File: config.mk
export PLATFORM = sky130hd
export DESIGN_NAME = dual_timer
export DESIGN_NICKNAME = d
export VERILOG_FILES = /design/src/rtl/dtmr_pkg.sv /design/src/rtl/dtmr_capsync.sv /design/src/rtl/dtmr_chan.sv /design/src/rtl/dtmr_pwm.sv /design/src/rtl/dual_timer.sv
export SDC_FILE = /design/constraint.sdc
export NUM_CORES = 1
export LEC_CHECK = 0
export ABC_AREA = 1
export BUFFER_PORTS_ARGS = -buffer_cell sky130_fd_sc_hd__buf_2
export CAP_MARGIN = 10
export CORE_ASPECT_RATIO = 1.25
export CORE_MARGIN = 10
export CORE_UTILIZATION = 68
export CTS_BUF_LIST = sky130_fd_sc_hd__clkbuf_2
export DETAILED_ROUTE_END_ITERATION = 6
export PLACE_DENSITY = 0.88
export SYNTH_ARGS = -nofsm -noshare
export SYNTH_HDL_FRONTEND = slang
export SYNTH_SLANG_ARGS = --single-unit
File: constraint.sdc
create_clock -name clk_i -period 3.5 [get_ports clk_i]
set_clock_uncertainty 0.05 [all_clocks]
set_input_delay 0.525 -clock clk_i [delete_from_list [all_inputs] [get_ports clk_i]]
set_output_delay 0.525 -clock clk_i [all_outputs]
set_load 0.03 [all_outputs]
File: src/rtl/dtmr_pkg.sv
package dtmr_pkg;
   localparam int CTRL_W   = 11;
   localparam int B_CAPT   = 0;
   localparam int B_DOWN   = 1;
   localparam int B_RELOAD = 2;
   localparam int B_LOAD   = 3;
   localparam int B_RUN    = 4;
   localparam int B_IRQEN  = 5;
   localparam int B_GENEN  = 6;
   localparam int B_CAPEN  = 7;
   localparam int B_FLAG   = 8;
   localparam int B_PWM    = 9;
   localparam int B_ALL    = 10;

   typedef struct packed {
      logic pwm;
      logic capen;
      logic genen;
      logic irqen;
      logic run;
      logic load;
      logic reload;
      logic down;
      logic capt;
   } ctrl_t;

   function automatic ctrl_t to_ctrl(input logic [B_ALL-1:0] w);
      ctrl_t c;
      c.pwm    = w[B_PWM];
      c.capen  = w[B_CAPEN];
      c.genen  = w[B_GENEN];
      c.irqen  = w[B_IRQEN];
      c.run    = w[B_RUN];
      c.load   = w[B_LOAD];
      c.reload = w[B_RELOAD];
      c.down   = w[B_DOWN];
      c.capt   = w[B_CAPT];
      return c;
   endfunction

   function automatic logic [CTRL_W-1:0] from_ctrl(input ctrl_t c, input logic flag);
      logic [CTRL_W-1:0] w;
      w           = '0;
      w[B_PWM]    = c.pwm;
      w[B_CAPEN]  = c.capen;
      w[B_GENEN]  = c.genen;
      w[B_IRQEN]  = c.irqen;
      w[B_RUN]    = c.run;
      w[B_LOAD]   = c.load;
      w[B_RELOAD] = c.reload;
      w[B_DOWN]   = c.down;
      w[B_CAPT]   = c.capt;
      w[B_FLAG]   = flag;
      return w;
   endfunction
endpackage

File: src/rtl/dtmr_capsync.sv
module dtmr_capsync #(
   parameter int STAGES = 2
) (
   input  logic clk_i,
   input  logic rst_n_i,
   input  logic async_i,
   output logic rise_o
);
   generate
      if (STAGES < 2 || STAGES > 4) begin : g_bad
         $error("dtmr_capsync: STAGES must be 2..4");
      end
   endgenerate

   logic [STAGES-1:0] sh_q;
   logic              last_q;

   always_ff @(posedge clk_i) begin
      if (!rst_n_i) begin
         sh_q   <= '0;
         last_q <= 1'b0;
      end else begin
         sh_q   <= {sh_q[STAGES-2:0], async_i};
         last_q <= sh_q[STAGES-1];
      end
   end

   assign rise_o = sh_q[STAGES-1] & ~last_q;
endmodule

File: src/rtl/dtmr_chan.sv
module dtmr_chan
   import dtmr_pkg::*;
#(
   parameter int WIDTH = 16
) (
   input  logic              clk_i,
   input  logic              rst_n_i,
   input  logic              ctrl_we_i,
   input  logic [B_ALL-1:0]  ctrl_wdata_i,
   input  logic              load_we_i,
   input  logic [WIDTH-1:0]  load_wdata_i,
   input  logic              run_all_i,
   input  logic              freeze_i,
   input  logic              capt_evt_i,
   input  logic              restart_i,
   output ctrl_t             ctrl_o,
   output logic              flag_o,
   output logic [WIDTH-1:0]  cnt_o,
   output logic [WIDTH-1:0]  load_o,
   output logic              carry_o,
   output logic              gen_o
);
   ctrl_t             ctrl_q, ctrl_d;
   logic              flag_q, flag_d;
   logic [WIDTH-1:0]  cnt_q, load_q, term;
   logic              gen_q;
   logic              counting, carry, capt_hit, take;

   assign counting = ctrl_q.run && !ctrl_q.load && !freeze_i;
   assign term     = ctrl_q.down ? {WIDTH{1'b0}} : {WIDTH{1'b1}};
   assign carry    = counting && !ctrl_q.capt && (cnt_q == term);
   assign capt_hit = ctrl_q.capt && ctrl_q.capen && capt_evt_i;
   assign take     = capt_hit && (ctrl_q.reload || !flag_q);

   always_comb begin
      ctrl_d = ctrl_q;
      if (carry && !ctrl_q.reload) ctrl_d.run = 1'b0;
      if (ctrl_we_i)               ctrl_d = to_ctrl(ctrl_wdata_i);
      if (run_all_i)               ctrl_d.run = 1'b1;
      flag_d = flag_q;
      if (ctrl_we_i && ctrl_wdata_i[B_FLAG]) flag_d = 1'b0;
      if (carry || capt_hit)                 flag_d = 1'b1;
   end

   always_ff @(posedge clk_i) begin
      if (!rst_n_i) begin
         ctrl_q <= '0;
         flag_q <= 1'b0;
         cnt_q  <= '0;
         load_q <= '0;
         gen_q  <= 1'b0;
      end else begin
         ctrl_q <= ctrl_d;
         flag_q <= flag_d;
         gen_q  <= carry && ctrl_q.genen;
         if (load_we_i)  load_q <= load_wdata_i;
         else if (take)  load_q <= cnt_q;
         if (ctrl_q.load || restart_i)  cnt_q <= load_q;
         else if (carry)                cnt_q <= ctrl_q.reload ? load_q : cnt_q;
         else if (counting)             cnt_q <= ctrl_q.down ? cnt_q - 1'b1 : cnt_q + 1'b1;
      end
   end

   assign ctrl_o  = ctrl_q;
   assign flag_o  = flag_q;
   assign cnt_o   = cnt_q;
   assign load_o  = load_q;
   assign carry_o = carry;
   assign gen_o   = gen_q;


   gen_only_generate_chk: assert property (@(posedge clk_i) disable iff (!rst_n_i)
      gen_q |-> $past(!ctrl_q.capt));

   capture_hold_chk: assert property (@(posedge clk_i) disable iff (!rst_n_i)
      (ctrl_q.capt && !ctrl_q.reload && flag_q && !load_we_i) |=> $stable(load_q));

   freeze_hold_chk: assert property (@(posedge clk_i) disable iff (!rst_n_i)
      (freeze_i && !ctrl_q.load && !restart_i) |=> $stable(cnt_q));

   flag_set_chk: assert property (@(posedge clk_i) disable iff (!rst_n_i)
      (carry || capt_hit) |=> flag_q);
endmodule

File: src/rtl/dtmr_pwm.sv
module dtmr_pwm
   import dtmr_pkg::*;
(
   input  logic  clk_i,
   input  logic  rst_n_i,
   input  ctrl_t ctrl0_i,
   input  ctrl_t ctrl1_i,
   input  logic  carry0_i,
   input  logic  carry1_i,
   output logic  restart1_o,
   output logic  pwm_o
);
   logic active, pwm_q;

   assign active = ctrl0_i.pwm && ctrl1_i.pwm && !ctrl0_i.capt && !ctrl1_i.capt
                   && ctrl0_i.reload && ctrl1_i.reload;
   assign restart1_o = active && carry0_i;

   always_ff @(posedge clk_i) begin
      if (!rst_n_i)       pwm_q <= 1'b0;
      else if (!active)   pwm_q <= 1'b0;
      else if (carry0_i)  pwm_q <= 1'b1;
      else if (carry1_i)  pwm_q <= 1'b0;
   end

   assign pwm_o = pwm_q;


   pwm_rise_on_period_chk: assert property (@(posedge clk_i) disable iff (!rst_n_i)
      $rose(pwm_q) |-> $past(carry0_i));

   pwm_fall_cause_chk: assert property (@(posedge clk_i) disable iff (!rst_n_i)
      $fell(pwm_q) |-> ($past(carry1_i) || !$past(active)));
endmodule

File: src/rtl/dual_timer.sv
module dual_timer
   import dtmr_pkg::*;
#(
   parameter int WIDTH       = 16,
   parameter int SYNC_STAGES = 2,
   parameter bit HAS_PWM     = 1'b1
) (
   input  logic                                      clk_i,
   input  logic                                      rst_n_i,
   input  logic                                      wr_en_i,
   input  logic [2:0]                                wr_addr_i,
   input  logic [((WIDTH > CTRL_W) ? WIDTH : CTRL_W)-1:0] wr_data_i,
   input  logic [2:0]                                rd_addr_i,
   output logic [((WIDTH > CTRL_W) ? WIDTH : CTRL_W)-1:0] rd_data_o,
   input  logic [1:0]                                capt_i,
   input  logic                                      freeze_i,
   output logic [1:0]                                gen_o,
   output logic                                      irq_o,
   output logic                                      pwm_o
);
   localparam int BUS_W = (WIDTH > CTRL_W) ? WIDTH : CTRL_W;
   localparam int N_TMR = 2;

   generate
      if (WIDTH < 4 || WIDTH > 32) begin : g_bad_width
         $error("dual_timer: WIDTH must be 4..32");
      end
   endgenerate

   ctrl_t            ctrl_w  [N_TMR];
   logic [WIDTH-1:0] cnt_w   [N_TMR];
   logic [WIDTH-1:0] load_w  [N_TMR];
   logic [N_TMR-1:0] flag_w, carry_w, evt_w, irq_src;
   logic             restart1, run_all;

   assign run_all = wr_en_i && (wr_addr_i[1:0] == 2'd0) && wr_data_i[B_ALL];

   for (genvar t = 0; t < N_TMR; t++) begin : g_tmr
      logic is_me;
      assign is_me = wr_en_i && (wr_addr_i[2] == t[0]);

      dtmr_capsync #(.STAGES(SYNC_STAGES)) u_sync (
         .clk_i(clk_i), .rst_n_i(rst_n_i), .async_i(capt_i[t]), .rise_o(evt_w[t]));

      dtmr_chan #(.WIDTH(WIDTH)) u_chan (
         .clk_i        (clk_i),
         .rst_n_i      (rst_n_i),
         .ctrl_we_i    (is_me && (wr_addr_i[1:0] == 2'd0)),
         .ctrl_wdata_i (wr_data_i[B_ALL-1:0]),
         .load_we_i    (is_me && (wr_addr_i[1:0] == 2'd1)),
         .load_wdata_i (wr_data_i[WIDTH-1:0]),
         .run_all_i    (run_all),
         .freeze_i     (freeze_i),
         .capt_evt_i   (evt_w[t]),
         .restart_i    ((t == 1) ? restart1 : 1'b0),
         .ctrl_o       (ctrl_w[t]),
         .flag_o       (flag_w[t]),
         .cnt_o        (cnt_w[t]),
         .load_o       (load_w[t]),
         .carry_o      (carry_w[t]),
         .gen_o        (gen_o[t]));

      assign irq_src[t] = flag_w[t] && ctrl_w[t].irqen;
   end

   generate
      if (HAS_PWM) begin : g_pwm
         dtmr_pwm u_pwm (
            .clk_i(clk_i), .rst_n_i(rst_n_i),
            .ctrl0_i(ctrl_w[0]), .ctrl1_i(ctrl_w[1]),
            .carry0_i(carry_w[0]), .carry1_i(carry_w[1]),
            .restart1_o(restart1), .pwm_o(pwm_o));
      end else begin : g_no_pwm
         assign restart1 = 1'b0;
         assign pwm_o    = 1'b0;
      end
   endgenerate

   assign irq_o = |irq_src;

   always_comb begin
      rd_data_o = '0;
      case (rd_addr_i[1:0])
         2'd0:    rd_data_o = BUS_W'(from_ctrl(ctrl_w[rd_addr_i[2]], flag_w[rd_addr_i[2]]));
         2'd1:    rd_data_o = BUS_W'(load_w[rd_addr_i[2]]);
         2'd2:    rd_data_o = BUS_W'(cnt_w[rd_addr_i[2]]);
         default: rd_data_o = '0;
      endcase
   end


   irq_needs_flag_chk: assert property (@(posedge clk_i) disable iff (!rst_n_i)
      irq_o |-> (|flag_w));
endmodule

==> flow_metrics.env <==
export IMPL_status="complete, but fails checks"
export IMPL_violations="design-rule violations"
export IMPL_worstSkewPairLatency_ns=0.57
export IMPL_grt_pass1_wl_mm=31.3
export IMPL_synth_seq_area_share_pct=27.3
export IMPL_dr_total_vias=7030
export IMPL_clkTransAtPathRegs_ns=0.23
export IMPL_max_slew_margin_rel_pct=39.1
export IMPL_place_ws_ns=0.910
export IMPL_grt_pass1_vias=6468
export IMPL_seqPwrFrac_pct=56.9
export IMPL_switching_power_uw=682
export IMPL_p_int_uw=1340
export IMPL_io_buffers=47
export IMPL_cp_max_fo=19
export IMPL_final_cells=1215
export IMPL_fin_crit_sh_pct=78.1
export IMPL_final_setup_tns_ns=0
export IMPL_hold_violations=0
export IMPL_avgSynthCellArea_um2=6.42
export IMPL_dr_pass1_iters=7
export IMPL_synth_edf_count=0
export IMPL_rows=40
export IMPL_vias_per_cell=5.79
export IMPL_path_class="reg -> out"
export IMPL_drt_iter0_markers=654
export IMPL_startpoint_type="register"
export IMPL_clockBufferDepth=2
export IMPL_max_vdd_ir_drop_mv=0.184
export IMPL_wl_mm=19.1
export IMPL_ys_seq_elements=93
export IMPL_synth_cells=1061
export IMPL_start_util_pct=70.2
export IMPL_post_drt_wl_per_cell_um=15.7
export IMPL_top_layer="met4"
export IMPL_ant_nets=0
export IMPL_utilization_pct=73.2
export IMPL_timing_final_ws_setup_ns=0.766
export IMPL_cp_required_ns=2.92
export IMPL_antenna_found_initial=1
export IMPL_cts_buffers=9
export IMPL_hold_path_class="in -> reg"
export IMPL_syn_to_final_growth_pct=4.35
export IMPL_switching_share_pct=33.7
export IMPL_syn_num_nets=1119
export IMPL_rsz0062_at_grt="false"
export IMPL_nets=1141
export IMPL_cts_repair_resized=0
export IMPL_die_area_um2=14500
export IMPL_dr_wl_met3_mm=1.11
export IMPL_gp_congestion=0.981
export IMPL_synth_async_reset_ratio_pct=0
export IMPL_cp_end_kind="output port"
export IMPL_dp_hpwl_mm=15.1
export IMPL_dp_cells=1198
export IMPL_ys_types=46
export IMPL_grt_max_degree=76
export IMPL_drc_errors=6
export IMPL_setup_viol=0
export IMPL_htreeDepth=3
export IMPL_wl_met1_mm=7.44
export IMPL_cp_data_arrival_time_ns=2.16
export IMPL_postCtsSetupBuffers=0
export IMPL_power_leakage_uw=0.00338
export IMPL_power_frac_clock_pct=22.3
export IMPL_cts_sinks=93
export IMPL_track_usage_pct=26.4
export IMPL_cts_tree="done"
export IMPL_hold_buffers=0
export IMPL_root_buffer="clkbuf_2"
export IMPL_grt_overflow_total=0
export IMPL_die_h_um=132
export IMPL_yosys_warnings=0
export IMPL_drv_slew=0
export IMPL_yosys_most_used_dff="dfxtp_1"
export IMPL_ioPinCount=48
export IMPL_max_freq_mhz=366
export IMPL_worst_pin_slew_ns=0.911
export IMPL_drive_gt1_share_pct=12.5
export IMPL_max_cap_viol_count=0
export IMPL_die_x_um=110
export IMPL_synth_cell_area_um2=6820
export IMPL_power_density_nw_per_um2=285
export IMPL_p_comb_share_pct=20.8
export IMPL_design_core_area_um2=9710
export IMPL_met2_length_mm=9.61
export IMPL_fin_crit_ns=2.73
routing by layer:
metal / up-vias / track usage (%)
met4: 0 / 13.5
met1: 3141 / 30.3
li1: 3541 / -
met3: 72 / 3.47
met5: - / 0
met2: 276 / 45.6
registers in the layout (all words and copies together) (netlist names):
signal and flops:
g_pwm.u_pwm.pwm_o 1, g_tmr.u_chan.gen_o 2, g_tmr.u_chan.cnt_o 32, g_tmr.u_chan.flag_o 2, g_tmr.u_chan.ctrl_o 18, g_tmr.u_sync.sh_q 4
g_tmr.u_chan.load_o 32, g_tmr.u_sync.last_q 2
cells in the mapped netlist, drive strengths merged (3+ instances only):
library cell	number	share of area, %
nand2	286	17
inv	135	7.4
o21ai	111	8.3
dfxtp	93	27
nor2	92	6.0
a21oi	90	7.2
nand3	74	6.4
ha	28	5.1
clkbuf	27	1.5
o211ai	20	2.2
a31oi	18	1.7
buf	17	2.1
nor3	9	0.73
xnor2	9	1.2
o311ai	7	0.90
nand4	6	0.55
o22ai	6	0.55
mux2i	5	0.73
or2	5	0.46
and2	4	0.37
a21o	3	0.33
nand3b	3	0.33
o21bai	3	0.33
xor2	3	0.39
area by class of cell:
cell class              instances  area (um^2)
flip-flops and latches         93         1860
diodes                          1         2.50
multi-input cells             787         4190
clock inverters                 4         25.0
well taps                     126          158
fillers                       888         2600
inverters                     137          515
repair buffers                 55          295
clock buffers                  12         60.1
critical path, stage by stage (launching register included):
cell	delay, ns
dfxtp_1	0.89
inv_2	0.13
nand2_1	0.10
o211ai_1	0.09
o311ai_0	0.13
buf_2	0.26
per-stage QoR:
step                instance area [um^2]  hold WS (ns)  power [uW]
floorplan                           6820         0.340        1470
global placement                    7020         0.343        1580
detailed placement                  7020         0.347        1590
CTS                                 7110        0.0627        2020
global route                        7110        0.0626        2120
finish                              7110        0.0733        2030
power by group through the flow:
stage,sequential (uW),combinational (uW),clock [uW]
detailed placement,1170,415,0
floorplan,1150,320,0
global placement,1170,408,0
finish,1150,421,451
global route,1160,469,497
CTS,1150,417,451
cells in the final DEF (no fill, tap or decap), types with 9 or more instances in the layout:
cell      synthesis  layout
o211ai_1         20      20
a21oi_1          81      81
nor2_1           81      81
xnor2_1           9       9
o21ai_0          90      90
clkbuf_2          0      12
nand3_1          64      64
dfxtp_1          93      93
buf_2             4      47
o21ai_1          19      19
inv_1           127     127
nand2_1         268     268
a31oi_1          18      18
nand2_2          13      13
ha_1             28      28
worst paths after layout:
kind | startpoint | to | slack (ns) | cells past startpoint
worst max-delay path | g_tmr[1].u_chan.ctrl_o[1] | rd_data_o[1] | 0.77 | 5
worst min register to register | g_tmr[1].u_sync.sh_q[0] | g_tmr[1].u_sync.sh_q[1] | 0.38 | 2
worst max register to register | g_tmr[0].u_chan.ctrl_o[1] | g_tmr[0].u_chan.cnt_o[14] | 0.84 | 13
worst min-delay path | capt_i[0] | g_tmr[0].u_sync.sh_q[0] | 0.07 | 3
logic make-up after synthesis:
kind of cell	count (synthesis)	share of synthesized area (%)
and+or+nand+nor	481	31.9
muxes	5	0.734
AOI/OAI and AO/OA	259	21.6
xor gates and xnor gates	12	1.54
DFF	93	27.3
buffers and inverters	181	11.1
adders and majority gates	30	5.73
Note: power is estimated with default switching activity, not from simulation.
